File: src/rtl/i2c_slv_pkg.sv
package i2c_slv_pkg;
  typedef enum logic [2:0] {ST_IDLE, ST_RX, ST_ACK, ST_TX, ST_MACK} slv_st_e;
  localparam logic [7:0] SRST_CMD = 8'h06;
  localparam int         ID_BYTES = 3;
endpackage

File: src/rtl/i2c_line_filter.sv
module i2c_line_filter #(
  parameter int FILT_LEN = 3,
  localparam int CW = $clog2(FILT_LEN + 1)
) (
  input  logic clk_i,
  input  logic rst_ni,
  input  logic raw_i,
  output logic clean_o
);
  logic [1:0]    sync_q;
  logic [CW-1:0] cnt_q;

  // level only follows after FILT_LEN consecutive differing samples
  always_ff @(posedge clk_i or negedge rst_ni) begin
    if (!rst_ni) begin
      sync_q  <= 2'b11;
      cnt_q   <= '0;
      clean_o <= 1'b1;
    end else begin
      sync_q <= {sync_q[0], raw_i};
      if (sync_q[1] != clean_o) begin
        if (cnt_q == CW'(FILT_LEN - 1)) begin
          clean_o <= sync_q[1];
          cnt_q   <= '0;
        end else begin
          cnt_q <= cnt_q + 1'b1;
        end
      end else begin
        cnt_q <= '0;
      end
    end
  end
endmodule

File: src/rtl/i2c_bus_cond.sv
module i2c_bus_cond #(
  parameter int FILT_LEN = 3
) (
  input  logic clk_i,
  input  logic rst_ni,
  input  logic scl_i,
  input  logic sda_i,
  output logic sda_o,
  output logic scl_rise_o,
  output logic scl_fall_o,
  output logic start_o,
  output logic stop_o
);
  logic [1:0] raw, clean, prev_q;
  assign raw = {sda_i, scl_i};

  for (genvar g = 0; g < 2; g++) begin : g_line
    i2c_line_filter #(.FILT_LEN(FILT_LEN)) u_flt (
      .clk_i  (clk_i),
      .rst_ni (rst_ni),
      .raw_i  (raw[g]),
      .clean_o(clean[g])
    );
  end

  always_ff @(posedge clk_i or negedge rst_ni) begin
    if (!rst_ni) prev_q <= 2'b11;
    else         prev_q <= clean;
  end

  assign sda_o      = clean[1];
  assign scl_rise_o = clean[0] & ~prev_q[0];
  assign scl_fall_o = ~clean[0] & prev_q[0];
  assign start_o    = clean[0] & prev_q[0] & prev_q[1] & ~clean[1];
  assign stop_o     = clean[0] & prev_q[0] & ~prev_q[1] & clean[1];
endmodule

File: src/rtl/i2c_sda_driver.sv
module i2c_sda_driver #(
  parameter int HOLD_CLKS = 4,
  localparam int CW = $clog2(HOLD_CLKS + 1)
) (
  input  logic clk_i,
  input  logic rst_ni,
  input  logic scl_fall_i,
  input  logic drive_i,
  input  logic release_i,
  output logic oe_o
);
  logic [CW-1:0] cnt_q;
  logic          pend_q;

  // drive level is applied HOLD_CLKS after each SCL fall
  always_ff @(posedge clk_i or negedge rst_ni) begin
    if (!rst_ni) begin
      oe_o   <= 1'b0;
      pend_q <= 1'b0;
      cnt_q  <= '0;
    end else if (release_i) begin
      oe_o   <= 1'b0;
      pend_q <= 1'b0;
      cnt_q  <= '0;
    end else if (scl_fall_i) begin
      pend_q <= 1'b1;
      cnt_q  <= '0;
    end else if (pend_q) begin
      if (cnt_q == CW'(HOLD_CLKS - 1)) begin
        oe_o   <= drive_i;
        pend_q <= 1'b0;
      end else begin
        cnt_q <= cnt_q + 1'b1;
      end
    end
  end
endmodule

File: src/rtl/i2c_addr_match.sv
module i2c_addr_match #(
  parameter logic [1:0] DEV_TYPE  = 2'b10,
  parameter logic [4:0] FIXED_LOW = 5'b00000
) (
  input  logic [4:0] pins_i,
  input  logic [7:0] byte_i,
  output logic       hit_o,
  output logic       gcall_o
);
  localparam logic [4:0] PIN_MASK = (DEV_TYPE == 2'b10) ? 5'h1F :
                                    (DEV_TYPE == 2'b11) ? 5'h00 : 5'h07;
  logic [6:0] own;
  logic       reserved;

  assign own      = {DEV_TYPE, (pins_i & PIN_MASK) | (FIXED_LOW & ~PIN_MASK)};
  assign reserved = (byte_i[7:4] == 4'b0000) || (byte_i[7:4] == 4'b1111);
  assign hit_o    = (byte_i[7:1] == own) && !reserved;
  assign gcall_o  = (byte_i == 8'h00);
endmodule

File: src/rtl/i2c_reg_slave.sv
module i2c_reg_slave
  import i2c_slv_pkg::*;
#(
  parameter logic [1:0]  DEV_TYPE  = 2'b10,
  parameter logic [4:0]  FIXED_LOW = 5'b00000,
  parameter int          REG_DEPTH = 32,
  parameter int          ID_BASE   = 29,
  parameter logic [23:0] DEVICE_ID = 24'hA5C317,
  parameter int          FILT_LEN  = 3,
  parameter int          HOLD_CLKS = 4,
  localparam int         IDX_W     = $clog2(REG_DEPTH)
) (
  input  logic             clk_i,
  input  logic             rst_ni,
  input  logic             scl_i,
  input  logic             sda_i,
  output logic             sda_oe_o,
  input  logic [4:0]       addr_pins_i,
  output logic [IDX_W-1:0] reg_addr_o,
  output logic             reg_we_o,
  output logic [7:0]       reg_wdata_o,
  input  logic [7:0]       reg_rdata_i
);
  logic sda_f, scl_rise, scl_fall, start_det, stop_det;
  logic hit, gcall, drive_d;

  slv_st_e          st_q;
  logic [3:0]       bit_cnt_q;
  logic [7:0]       sh_q;
  logic [IDX_W-1:0] idx_q, waddr_q;
  logic [4:0]       pins_q;
  logic             pins_load_q, addr_ph_q, idx_ph_q, rd_mode_q, gc_mode_q;
  logic             srst_pend_q, ack_q, mack_q, we_q;
  logic [7:0]       wdata_q;
  logic [7:0]       rx_byte, tx_byte;

  function automatic logic id_hit(input logic [IDX_W-1:0] a);
    return (int'(a) >= ID_BASE) && (int'(a) < ID_BASE + ID_BYTES);
  endfunction

  function automatic logic [7:0] id_byte(input logic [IDX_W-1:0] a);
    case (int'(a) - ID_BASE)
      0:       return DEVICE_ID[23:16];
      1:       return DEVICE_ID[15:8];
      default: return DEVICE_ID[7:0];
    endcase
  endfunction

  i2c_bus_cond #(.FILT_LEN(FILT_LEN)) u_cond (
    .clk_i     (clk_i),
    .rst_ni    (rst_ni),
    .scl_i     (scl_i),
    .sda_i     (sda_i),
    .sda_o     (sda_f),
    .scl_rise_o(scl_rise),
    .scl_fall_o(scl_fall),
    .start_o   (start_det),
    .stop_o    (stop_det)
  );

  i2c_addr_match #(.DEV_TYPE(DEV_TYPE), .FIXED_LOW(FIXED_LOW)) u_match (
    .pins_i (pins_q),
    .byte_i (rx_byte),
    .hit_o  (hit),
    .gcall_o(gcall)
  );

  i2c_sda_driver #(.HOLD_CLKS(HOLD_CLKS)) u_drv (
    .clk_i     (clk_i),
    .rst_ni    (rst_ni),
    .scl_fall_i(scl_fall),
    .drive_i   (drive_d),
    .release_i (start_det | stop_det),
    .oe_o      (sda_oe_o)
  );

  assign rx_byte = {sh_q[6:0], sda_f};
  assign tx_byte = id_hit(idx_q) ? id_byte(idx_q) : reg_rdata_i;
  assign drive_d = (st_q == ST_ACK) || ((st_q == ST_TX) && !sh_q[7]);

  assign reg_we_o    = we_q;
  assign reg_wdata_o = wdata_q;
  assign reg_addr_o  = we_q ? waddr_q : idx_q;

  always_ff @(posedge clk_i or negedge rst_ni) begin
    if (!rst_ni) begin
      st_q        <= ST_IDLE;
      bit_cnt_q   <= '0;
      sh_q        <= '0;
      idx_q       <= '0;
      waddr_q     <= '0;
      wdata_q     <= '0;
      pins_q      <= '0;
      pins_load_q <= 1'b1;
      addr_ph_q   <= 1'b0;
      idx_ph_q    <= 1'b0;
      rd_mode_q   <= 1'b0;
      gc_mode_q   <= 1'b0;
      srst_pend_q <= 1'b0;
      ack_q       <= 1'b0;
      mack_q      <= 1'b0;
      we_q        <= 1'b0;
    end else begin
      we_q <= 1'b0;
      if (pins_load_q) begin
        pins_q      <= addr_pins_i;
        pins_load_q <= 1'b0;
      end
      if (start_det) begin
        st_q        <= ST_RX;
        bit_cnt_q   <= '0;
        addr_ph_q   <= 1'b1;
        gc_mode_q   <= 1'b0;
        srst_pend_q <= 1'b0;
        ack_q       <= 1'b0;
      end else if (stop_det) begin
        st_q        <= ST_IDLE;
        gc_mode_q   <= 1'b0;
        srst_pend_q <= 1'b0;
      end else begin
        unique case (st_q)
          ST_RX: begin
            if (scl_rise && bit_cnt_q != 4'd8) begin
              sh_q      <= rx_byte;
              bit_cnt_q <= bit_cnt_q + 1'b1;
              if (bit_cnt_q == 4'd7) begin
                if (addr_ph_q) begin
                  addr_ph_q <= 1'b0;
                  if (hit) begin
                    ack_q     <= 1'b1;
                    rd_mode_q <= rx_byte[0];
                    idx_ph_q  <= !rx_byte[0];
                  end else if (gcall) begin
                    ack_q     <= 1'b1;
                    gc_mode_q <= 1'b1;
                    rd_mode_q <= 1'b0;
                    idx_ph_q  <= 1'b0;
                  end else begin
                    ack_q <= 1'b0;
                  end
                end else if (gc_mode_q) begin
                  ack_q       <= (rx_byte == SRST_CMD);
                  srst_pend_q <= (rx_byte == SRST_CMD);
                end else if (idx_ph_q) begin
                  idx_q    <= rx_byte[IDX_W-1:0];
                  idx_ph_q <= 1'b0;
                  ack_q    <= 1'b1;
                end else begin
                  ack_q   <= 1'b1;
                  we_q    <= !id_hit(idx_q);
                  waddr_q <= idx_q;
                  wdata_q <= rx_byte;
                  idx_q   <= idx_q + 1'b1;
                end
              end
            end else if (scl_fall && bit_cnt_q == 4'd8) begin
              st_q <= ack_q ? ST_ACK : ST_IDLE;
            end
          end
          ST_ACK: begin
            if (scl_fall) begin
              bit_cnt_q <= '0;
              if (srst_pend_q) begin
                st_q        <= ST_IDLE;
                idx_q       <= '0;
                pins_load_q <= 1'b1;
                srst_pend_q <= 1'b0;
                gc_mode_q   <= 1'b0;
              end else if (rd_mode_q) begin
                st_q <= ST_TX;
                sh_q <= tx_byte;
              end else begin
                st_q <= ST_RX;
              end
            end
          end
          ST_TX: begin
            if (scl_fall) begin
              if (bit_cnt_q == 4'd7) begin
                st_q <= ST_MACK;
              end else begin
                sh_q      <= {sh_q[6:0], 1'b0};
                bit_cnt_q <= bit_cnt_q + 1'b1;
              end
            end
          end
          ST_MACK: begin
            if (scl_rise) begin
              mack_q <= !sda_f;
              if (!sda_f) idx_q <= idx_q + 1'b1;
            end else if (scl_fall) begin
              if (mack_q) begin
                st_q      <= ST_TX;
                sh_q      <= tx_byte;
                bit_cnt_q <= '0;
              end else begin
                st_q <= ST_IDLE;
              end
            end
          end
          default: ;
        endcase
      end
    end
  end
endmodule

File: config.mk
export PLATFORM = sky130hd
export DESIGN_NAME = i2c_reg_slave
export DESIGN_NICKNAME = d
export VERILOG_FILES = /design/src/rtl/i2c_slv_pkg.sv /design/src/rtl/i2c_line_filter.sv /design/src/rtl/i2c_bus_cond.sv /design/src/rtl/i2c_sda_driver.sv /design/src/rtl/i2c_addr_match.sv /design/src/rtl/i2c_reg_slave.sv
export SDC_FILE = /design/constraint.sdc
export NUM_CORES = 1
export LEC_CHECK = 0
export CELL_PAD_IN_SITES_DETAIL_PLACEMENT = 0
export CELL_PAD_IN_SITES_GLOBAL_PLACEMENT = 1
export CORE_ASPECT_RATIO = 1.5
export CORE_MARGIN = 5
export CORE_UTILIZATION = 40
export CTS_BUF_LIST = sky130_fd_sc_hd__clkbuf_2 sky130_fd_sc_hd__clkbuf_4 sky130_fd_sc_hd__clkbuf_8
export DETAILED_ROUTE_END_ITERATION = 8
export PLACE_DENSITY = 0.81
export REMOVE_ABC_BUFFERS = 1
export SYNTH_ARGS = -nofsm -noshare
export SYNTH_HDL_FRONTEND = slang
export SYNTH_SLANG_ARGS = --single-unit
File: constraint.sdc
create_clock -name clk_i -period 3.1 [get_ports clk_i]
set_input_delay 0.31 -clock clk_i [delete_from_list [all_inputs] [get_ports clk_i]]
set_output_delay 0.31 -clock clk_i [all_outputs]
set_load 0.01 [all_outputs]
==> results of run 1 <==
path summary, 6_finish.rpt:
| path | from | end | cells after the start |
|---|---|---|---|
| setup / recovery | bit_cnt_q[0]$_DFFE_PN0P_ | sh_q[6]$_DFFE_PN0P_ | 6 |
| hold / removal | u_cond.g_line[1].u_flt.sync_q[0]$_DFF_PN1_ | u_cond.g_line[1].u_flt.sync_q[1]$_DFF_PN1_ | 0 |
| setup reg to reg | bit_cnt_q[0]$_DFFE_PN0P_ | sh_q[6]$_DFFE_PN0P_ | 6 |
| hold reg to reg | u_cond.g_line[1].u_flt.sync_q[0]$_DFF_PN1_ | u_cond.g_line[1].u_flt.sync_q[1]$_DFF_PN1_ | 0 |
| max in group asynchronous | rst_ni | u_cond.g_line[1].u_flt.clean_o$_DFFE_PN1P_ | 3 |
| min in group asynchronous | rst_ni | pins_q[3]$_DFFE_PN0P_ | 3 |
cells in the final DEF, fill, tap and decap left out, types with 6 or more instances in the layout:
master and n:
a21oi_1 12, nand2_1 21, nand2b_1 7, nand3_1 15, nor2b_1 6, nor3_1 8, nor2_1 32, inv_1 13
a21o_1 7, mux2_2 31, ha_1 8, dfstp_2 9, dfrtp_1 55, o21ai_0 21, clkbuf_8 11, clkdlybuf4s50_1 30
routing by layer:
metal  wire (um)  vias to the layer above
li1            -                     1310
met1        3250                     1308
met2        4240                       87
met3         397                       29
met4         435                        0
met5           0                        -
flip-flops by register name, summed over array words and instances, names as in the netlist, 2 cells and up:
signal and flops:
pins_q 5, idx_q 5, st_q 3, u_cond.g_line.u_flt.sync_q 4, waddr_q 5, u_cond.g_line.u_flt.clean_o 2
sh_q 8, bit_cnt_q 4, reg_wdata_o 8, u_cond.prev_q 2, u_cond.g_line.u_flt.cnt_q 4, u_drv.cnt_q 3
synth_stat cells (2+ instances only):
cell type	count	area, um^2
buf_2	2	10.0
o22a_1	2	17.5
a31o_2	2	17.5
mux2i_1	3	30.0
nand4_1	2	12.5
nor4_1	5	31.3
dfstp_2	9	236
a22oi_1	4	30.0
nand2b_1	7	43.8
nor2b_1	6	37.5
xnor2_1	5	43.8
o211ai_1	2	15.0
nor2_1	32	120
nand2_1	21	78.8
or2_2	2	12.5
nand4b_1	2	17.5
mux2_2	31	349
o22ai_1	5	31.3
or3_1	3	18.8
or4_1	2	15.0
and3_1	3	18.8
clkbuf_1	12	45.0
o21ai_0	21	105
a21o_1	7	52.6
a21oi_1	12	60.1
nand3_1	15	75.1
a221oi_1	3	26.3
dfrtp_1	55	1380
nor3_1	8	40.0
nor3b_1	2	15.0
ha_1	8	100
xor2_1	5	43.8
o31ai_1	3	22.5
nor3_2	2	20.0
and3b_1	2	17.5
inv_1	13	48.8
stage by stage:
step / total power (W) / std cells
after CTS: 0.00275 / 484
final: 0.00272 / 484
after floorplan: 0.00166 / 326
after global routing: 0.00290 / 484
after detailed placement: 0.00191 / 467
after global placement: 0.00189 / 467
power by group through the flow:
stage / Clock, W / Sequential, W / Combinational [W]
final: 0.000829 / 0.00117 / 0.000717
after floorplan: 0 / 0.00115 / 0.000509
after global placement: 0 / 0.00118 / 0.000708
after global routing: 0.000895 / 0.00120 / 0.000805
after detailed placement: 0 / 0.00119 / 0.000718
after CTS: 0.000855 / 0.00117 / 0.000725
kinds of logic (layout without fill, tap and decap cells):
logic type                 after synthesis  in the layout  share of synthesized area, %
AOI/OAI and AO/OA                       77             77                          15.2
xor gates and xnor gates                10             10                          2.53
adders and majority gates                8              8                          2.89
buffers and inverters                   28             64                          3.22
DFF                                     64             64                          46.6
muxes                                   34             34                          10.9
and+or+nand+nor                        120            120                          18.6
layout make-up:
class                      count  share of cell area (%)
clock buffer                  12                    3.86
clock inverter                 4                    1.85
inverter                      13                    1.18
multi-input combinational    249                    42.2
sequential                    64                    39.1
tap                          107                    3.25
timing repair buffer          35                    8.50
critical path: stages (launching register included):
cell and delay, ns:
dfrtp_1 0.42, ha_1 0.28, and3b_1 0.24, a32oi_1 0.25, o31ai_2 0.18, nor4_4 0.56
mux2_2 0.40
repair_timing:
| item | 4_1_cts | 5_1_grt |
|---|---|---|
| hold buffers | 1 | 0 |
| setup endpoints to repair | 0 | 0 |
| hold endpoints to repair | 55 | 0 |
==> metrics.csv, run 1 <==
stage,metric,value,unit
die,Initial Util,40.9,%
worst_setup_path,CP Data Required Time,3.33,ns
synth,library cells used by synthesis,59,
final_layout,area of the multi-input gates,0.00174,mm^2
die,Die Ht,124,um
timing,Setup TNS,0,ns
clock_tree,TritonCTS clock tree,done,
global_routing,met3 Resource Use GR,4.30,%
synth,Syn Std Cell Area,0.00346,mm^2
clock_tree,CTS Buf Count,9,
timing,fmax,0.411,GHz
timing,hold slack,0.356,ns
die,Die Footprint,0.0107,mm^2
timing,max-slew violations,0,
global_routing,M1 GR Usage,17.9,%
power,PD cells,660,mW/mm^2
power,Max VDD drop,0.317,mV
detailed_routing,Initial DRC Count,184,
global_routing,GRT Overall Usage,16.4,%
detailed_routing,Post-DRT Antenna Nets,0,
detailed_routing,DR WL/cell,17.2,um
place,port buffer count,31,
synth,sequential-to-total area share from yosys stat,46.6,%
synth,dominant synthesized flop cell,dfrtp_1,
detailed_routing,DR vias,2734,
run,max cap viols,0,
global_routing,GR peak layer,met2,
die,row count,41,
synth,YS warnings,0,
place,placer congestion estimate,0.939,
synth,post-synthesis register bit count,64,
worst_hold_path,Hold Crit Class,flip-flop to flip-flop,
synth,mean post-synth cell area,10.2,um^2
worst_setup_path,Setup CP Type,flip-flop to flip-flop,
clock_tree,# resized after CTS,0,
synth,Post-synth EDFFs,0,
clock_tree,Post-CTS Setup Inserts,0,
timing,final setup margin,0.664,ns
clock_tree,Clock transition at path regs,0.07,ns
power,switching part of the total power,33.3,%
clock_tree,H-tree levels,3,
detailed_routing,DRC,0,
clock_tree,Clk Tree Root Cell,clkbuf_8,
synth,synthesized netlist cell count,341,
global_routing,largest net degree at the start of global routing,65,
final_layout,Fill cells,796,
final_layout,"Design Area, Final",0.00412,mm^2
timing,RSZ-0062 raised after global routing,no,
power,clock power share,30.5,%
clock_tree,clk sinks,64,
worst_setup_path,Worst setup SP type,flip-flop,
synth,"FFs w/ async S/R, synth",100,%
final_layout,share of layout cells above drive strength 1,19.4,%
power,Power Internal,0.00181,W
final_layout,Ant. Diodes,0,
global_routing,grt ovf,0,
global_routing,vias in the first global route,2710,
timing,final hold viol count,0,
power,Logic pwr share,26.4,%
detailed_routing,routed vias/inst,5.65,
power,Leakage,1.76,nW
final_layout,sequential cell area,0.00161,mm^2
timing,Slew @ Worst Pin,0.593,ns
global_routing,met2 GRT Util,27.8,%
place,DP Wirelength,5870,um
power,switching power,0.000906,W
detailed_routing,DR pass1 iterations,4,
final_layout,Util after Layout,48.7,%
worst_setup_path,worst path arrival time,2.67,ns
timing,Tcrit/Tclk final,78.6,%
timing,fin crit period,2.44,ns
global_routing,initial antenna violation count,0,
place,dpl ws,0.678,ns
power,Reg power frac,43.1,%
worst_setup_path,Reg2Reg Setup Slack,0.66,ns
die,core area,0.00846,mm^2
timing,Setup Viol. Count Final,0,
detailed_routing,Post-Route WL,8320,um
place,area post-placement,0.00387,mm^2
die,chip width,86.0,um
die,IO Pins,32,
clock_tree,Worst-Skew Late Latency,0.34,ns
run_status,outcome,completed,
global_routing,first-pass GRT wire length,13400,um
timing,clock skew,0.00769,ns
final_layout,P&R area growth vs syn,19.0,%
timing,worst rel slew slack,60.4,%
worst_setup_path,crit end category,flip-flop,
worst_setup_path,worst-path fanout max,8,
final_layout,Final Net Count,397,
clock_tree,clock buffer depth,2,
Note: power is estimated with default switching activity, not from simulation.
==> inputs of run 2 (changes only) <==
==> constraint.sdc (replaced) <==
create_clock -name clk_i -period 2.5 [get_ports clk_i]
set_input_delay 0.25 -clock clk_i [delete_from_list [all_inputs] [get_ports clk_i]]
set_output_delay 0.25 -clock clk_i [all_outputs]
set_load 0.01 [all_outputs]
==> run 2 against run 1 <==
Sequential power increased by 21%. Setup slack got worse by 0.49 ns. Global-route usage increased by 0.75 points. First-iteration DRC count decreased by 41%. Routed wire length increased by 1.8%. Combinational power increased by 38%. Total power increased by 26%. Maximum frequency increased by 4.8%. Hold slack got worse by 0.054 ns. Largest cell class unchanged.
==> metrics.csv, run 2 (same netlist as run 1, synthesis figures left out) <==
stage,metric,value,unit,change
run_status,outcome,completed,,unchanged
timing,Tcrit/Tclk final,93.0,%,was 78.6%
final_layout,Final Net Count,412,,was 397
clock_tree,TritonCTS clock tree,done,,unchanged
detailed_routing,Post-Route WL,8460,um,was 8320 um
global_routing,vias in the first global route,2850,,was 2710
power,Leakage,1.83,nW,was 1.76 nW
clock_tree,clk sinks,64,,unchanged
detailed_routing,DR pass1 iterations,4,,unchanged
power,Pwr Total,0.00342,W,was 0.00272 W
worst_setup_path,worst path arrival time,2.55,ns,was 2.67 ns
clock_tree,# resized after CTS,0,,unchanged
detailed_routing,Top Metal Used,met4,,unchanged
worst_setup_path,Worst setup SP type,flip-flop,,unchanged
detailed_routing,routed vias/inst,5.59,,was 5.65
clock_tree,clock buffer depth,2,,unchanged
timing,final setup margin,0.176,ns,was 0.664 ns
die,Die Ht,124,um,unchanged
clock_tree,CTS Buf Count,9,,unchanged
power,PD cells,811,mW/mm^2,was 660 mW/mm^2
final_layout,share of layout cells above drive strength 1,22.4,%,was 19.4%
clock_tree,Post-CTS Setup Inserts,0,,unchanged
place,area post-placement,0.00398,mm^2,was 0.00387 mm^2
worst_setup_path,Setup CP Type,flip-flop to flip-flop,,unchanged
die,Initial Util,40.9,%,unchanged
timing,Slew @ Worst Pin,0.547,ns,was 0.593 ns
final_layout,most frequent cells in the layout,"dfrtp_1, nor2_1, mux2_2, clkdlybuf4s50_1",,unchanged
power,Max VDD drop,0.622,mV,was 0.317 mV
place,dpl ws,0.178,ns,was 0.678 ns
timing,RSZ-0062 raised after global routing,no,,unchanged
detailed_routing,Post-DRT Antenna Nets,0,,unchanged
timing,worst rel slew slack,63.5,%,was 60.4%
timing,Setup TNS,0,ns,unchanged
detailed_routing,DR vias,2791,,was 2734
timing,max-slew violations,0,,unchanged
final_layout,P&R area growth vs syn,21.7,%,was 19.0%
clock_tree,Hold Buf Count CTS,1,,unchanged
clock_tree,Clock transition at path regs,0.07,ns,about the same
clock_tree,Clk Tree Root Cell,clkbuf_8,,unchanged
detailed_routing,metal3 WL,309,um,was 397 um
die,chip width,86.0,um,unchanged
place,placer congestion estimate,0.846,,was 0.939
global_routing,first-pass GRT wire length,14100,um,was 13400 um
run,max cap viols,0,,unchanged
detailed_routing,DR WL/cell,17.0,um,was 17.2 um
place,port buffer count,31,,unchanged
final_layout,Ant. Diodes,0,,unchanged
timing,fin crit period,2.32,ns,was 2.44 ns
timing,Setup Viol. Count Final,0,,unchanged
worst_setup_path,worst-path fanout max,13,,was 8
timing,clock skew,0.00758,ns,was 0.00769 ns
worst_setup_path,crit end category,flip-flop,,unchanged
detailed_routing,DRC,0,,unchanged
global_routing,grt ovf,0,,unchanged
die,Die Footprint,0.0107,mm^2,unchanged
clock_tree,Worst-Skew Late Latency,0.35,ns,was 0.34 ns
detailed_routing,met1 WL,3350,um,was 3250 um
detailed_routing,met2 WL,4520,um,was 4240 um
worst_setup_path,CP Data Required Time,2.73,ns,was 3.33 ns
timing,final hold viol count,0,,unchanged
clock_tree,H-tree levels,3,,unchanged
final_layout,"Design Area, Final",0.00422,mm^2,was 0.00412 mm^2
global_routing,GRT Overall Usage,17.2,%,was 16.4%
worst_hold_path,Hold Crit Class,primary input to flip-flop,,was flip-flop to flip-flop
detailed_routing,Initial DRC Count,108,,was 184
die,core area,0.00846,mm^2,unchanged
die,row count,41,,unchanged
die,IO Pins,32,,unchanged
global_routing,initial antenna violation count,0,,unchanged
place,DP Wirelength,6290,um,was 5870 um
timing,fmax,0.430,GHz,was 0.411 GHz
global_routing,largest net degree at the start of global routing,26,,was 65
final_layout,"commonest non-fill, non-tap cell in the layout",dfrtp_1,,unchanged
-- run 2: cell types whose count changed in the layout (fill, tap and decap cells not counted) --
cell / change
clkinvlp_4: -1
clkinv_2: +2
buf_4: +16
buf_12: -1
clkbuf_4: -1
-- run 2: final timing paths --
| check | start | end | slack, ns | cells after the start |
|---|---|---|---|---|
| worst max-delay path | u_cond.g_line[0].u_flt.clean_o$_DFFE_PN1P_ | waddr_q[3]$_DFFE_PN0P_ | 0.18 | 5 |
| worst min-delay path | scl_i | u_cond.g_line[0].u_flt.sync_q[0]$_DFF_PN1_ | 0.30 | 1 |
| worst max register to register | u_cond.g_line[0].u_flt.clean_o$_DFFE_PN1P_ | waddr_q[3]$_DFFE_PN0P_ | 0.18 | 5 |
| worst min register to register | u_cond.g_line[1].u_flt.sync_q[0]$_DFF_PN1_ | u_cond.g_line[1].u_flt.sync_q[1]$_DFF_PN1_ | 0.36 | 0 |
| max in group asynchronous | rst_ni | u_cond.g_line[0].u_flt.sync_q[1]$_DFF_PN1_ | 1.35 | 3 |
| min in group asynchronous | rst_ni | u_cond.g_line[1].u_flt.cnt_q[1]$_DFF_PN0_ | 0.42 | 2 |
-- run 2: power breakdown --
group	leakage (nW)	switching (W)	internal, W	total (W)
Clock	0.119	0.000392	0.000614	0.00101
Combinational	0.876	0.000538	0.000453	0.000991
Sequential	0.836	0.000200	0.00122	0.00142
-- run 2: stage by stage --
stage | std cells | util, % | hold WS, ns
2_1_floorplan | 326 | - | -0.0456
3_3_place_gp | 482 | 47.0 | 0.263
3_5_place_dp | 482 | 47.0 | 0.278
4_1_cts | 499 | 49.8 | 0.277
5_1_grt | 499 | 49.8 | 0.279
6_report | 499 | 49.8 | 0.302
-- run 2: metal layers --
metal,global-route usage [%],vias to the layer above
li1,-,1334
met1,18.9,1377
met2,30.0,60
met3,4.37,20
met4,9.31,0
met5,0,-
-- run 2: critical path, cell delays in order (launching register included) --
cell and delay, ns:
dfstp_2 0.63, or3b_4 0.44, or3_1 0.40, nor3_2 0.13, buf_4 0.24, mux2_2 0.36
-- run 2: cell type report --
cell class / instances / area, um^2
Multi-Input combinational cell: 249 / 1740
Sequential cell: 64 / 1610
Timing Repair Buffer: 50 / 450
Fill cell: 812 / 4250
Inverter: 13 / 48.8
Tap cell: 107 / 134
Clock buffer: 11 / 151
Clock inverter: 5 / 78.8
==> inputs of run 3 (changes only) <==
--- a/config.mk
+++ b/config.mk
@@ -5,6 +5,7 @@
 export SDC_FILE = /design/constraint.sdc
 export NUM_CORES = 1
 export LEC_CHECK = 0
+export CAP_MARGIN = 15
 export CELL_PAD_IN_SITES_DETAIL_PLACEMENT = 0
 export CELL_PAD_IN_SITES_GLOBAL_PLACEMENT = 1
 export CORE_ASPECT_RATIO = 1.5
==> results of run 3 <==
Final layout, timing and power as in run 2 (identical DEF).
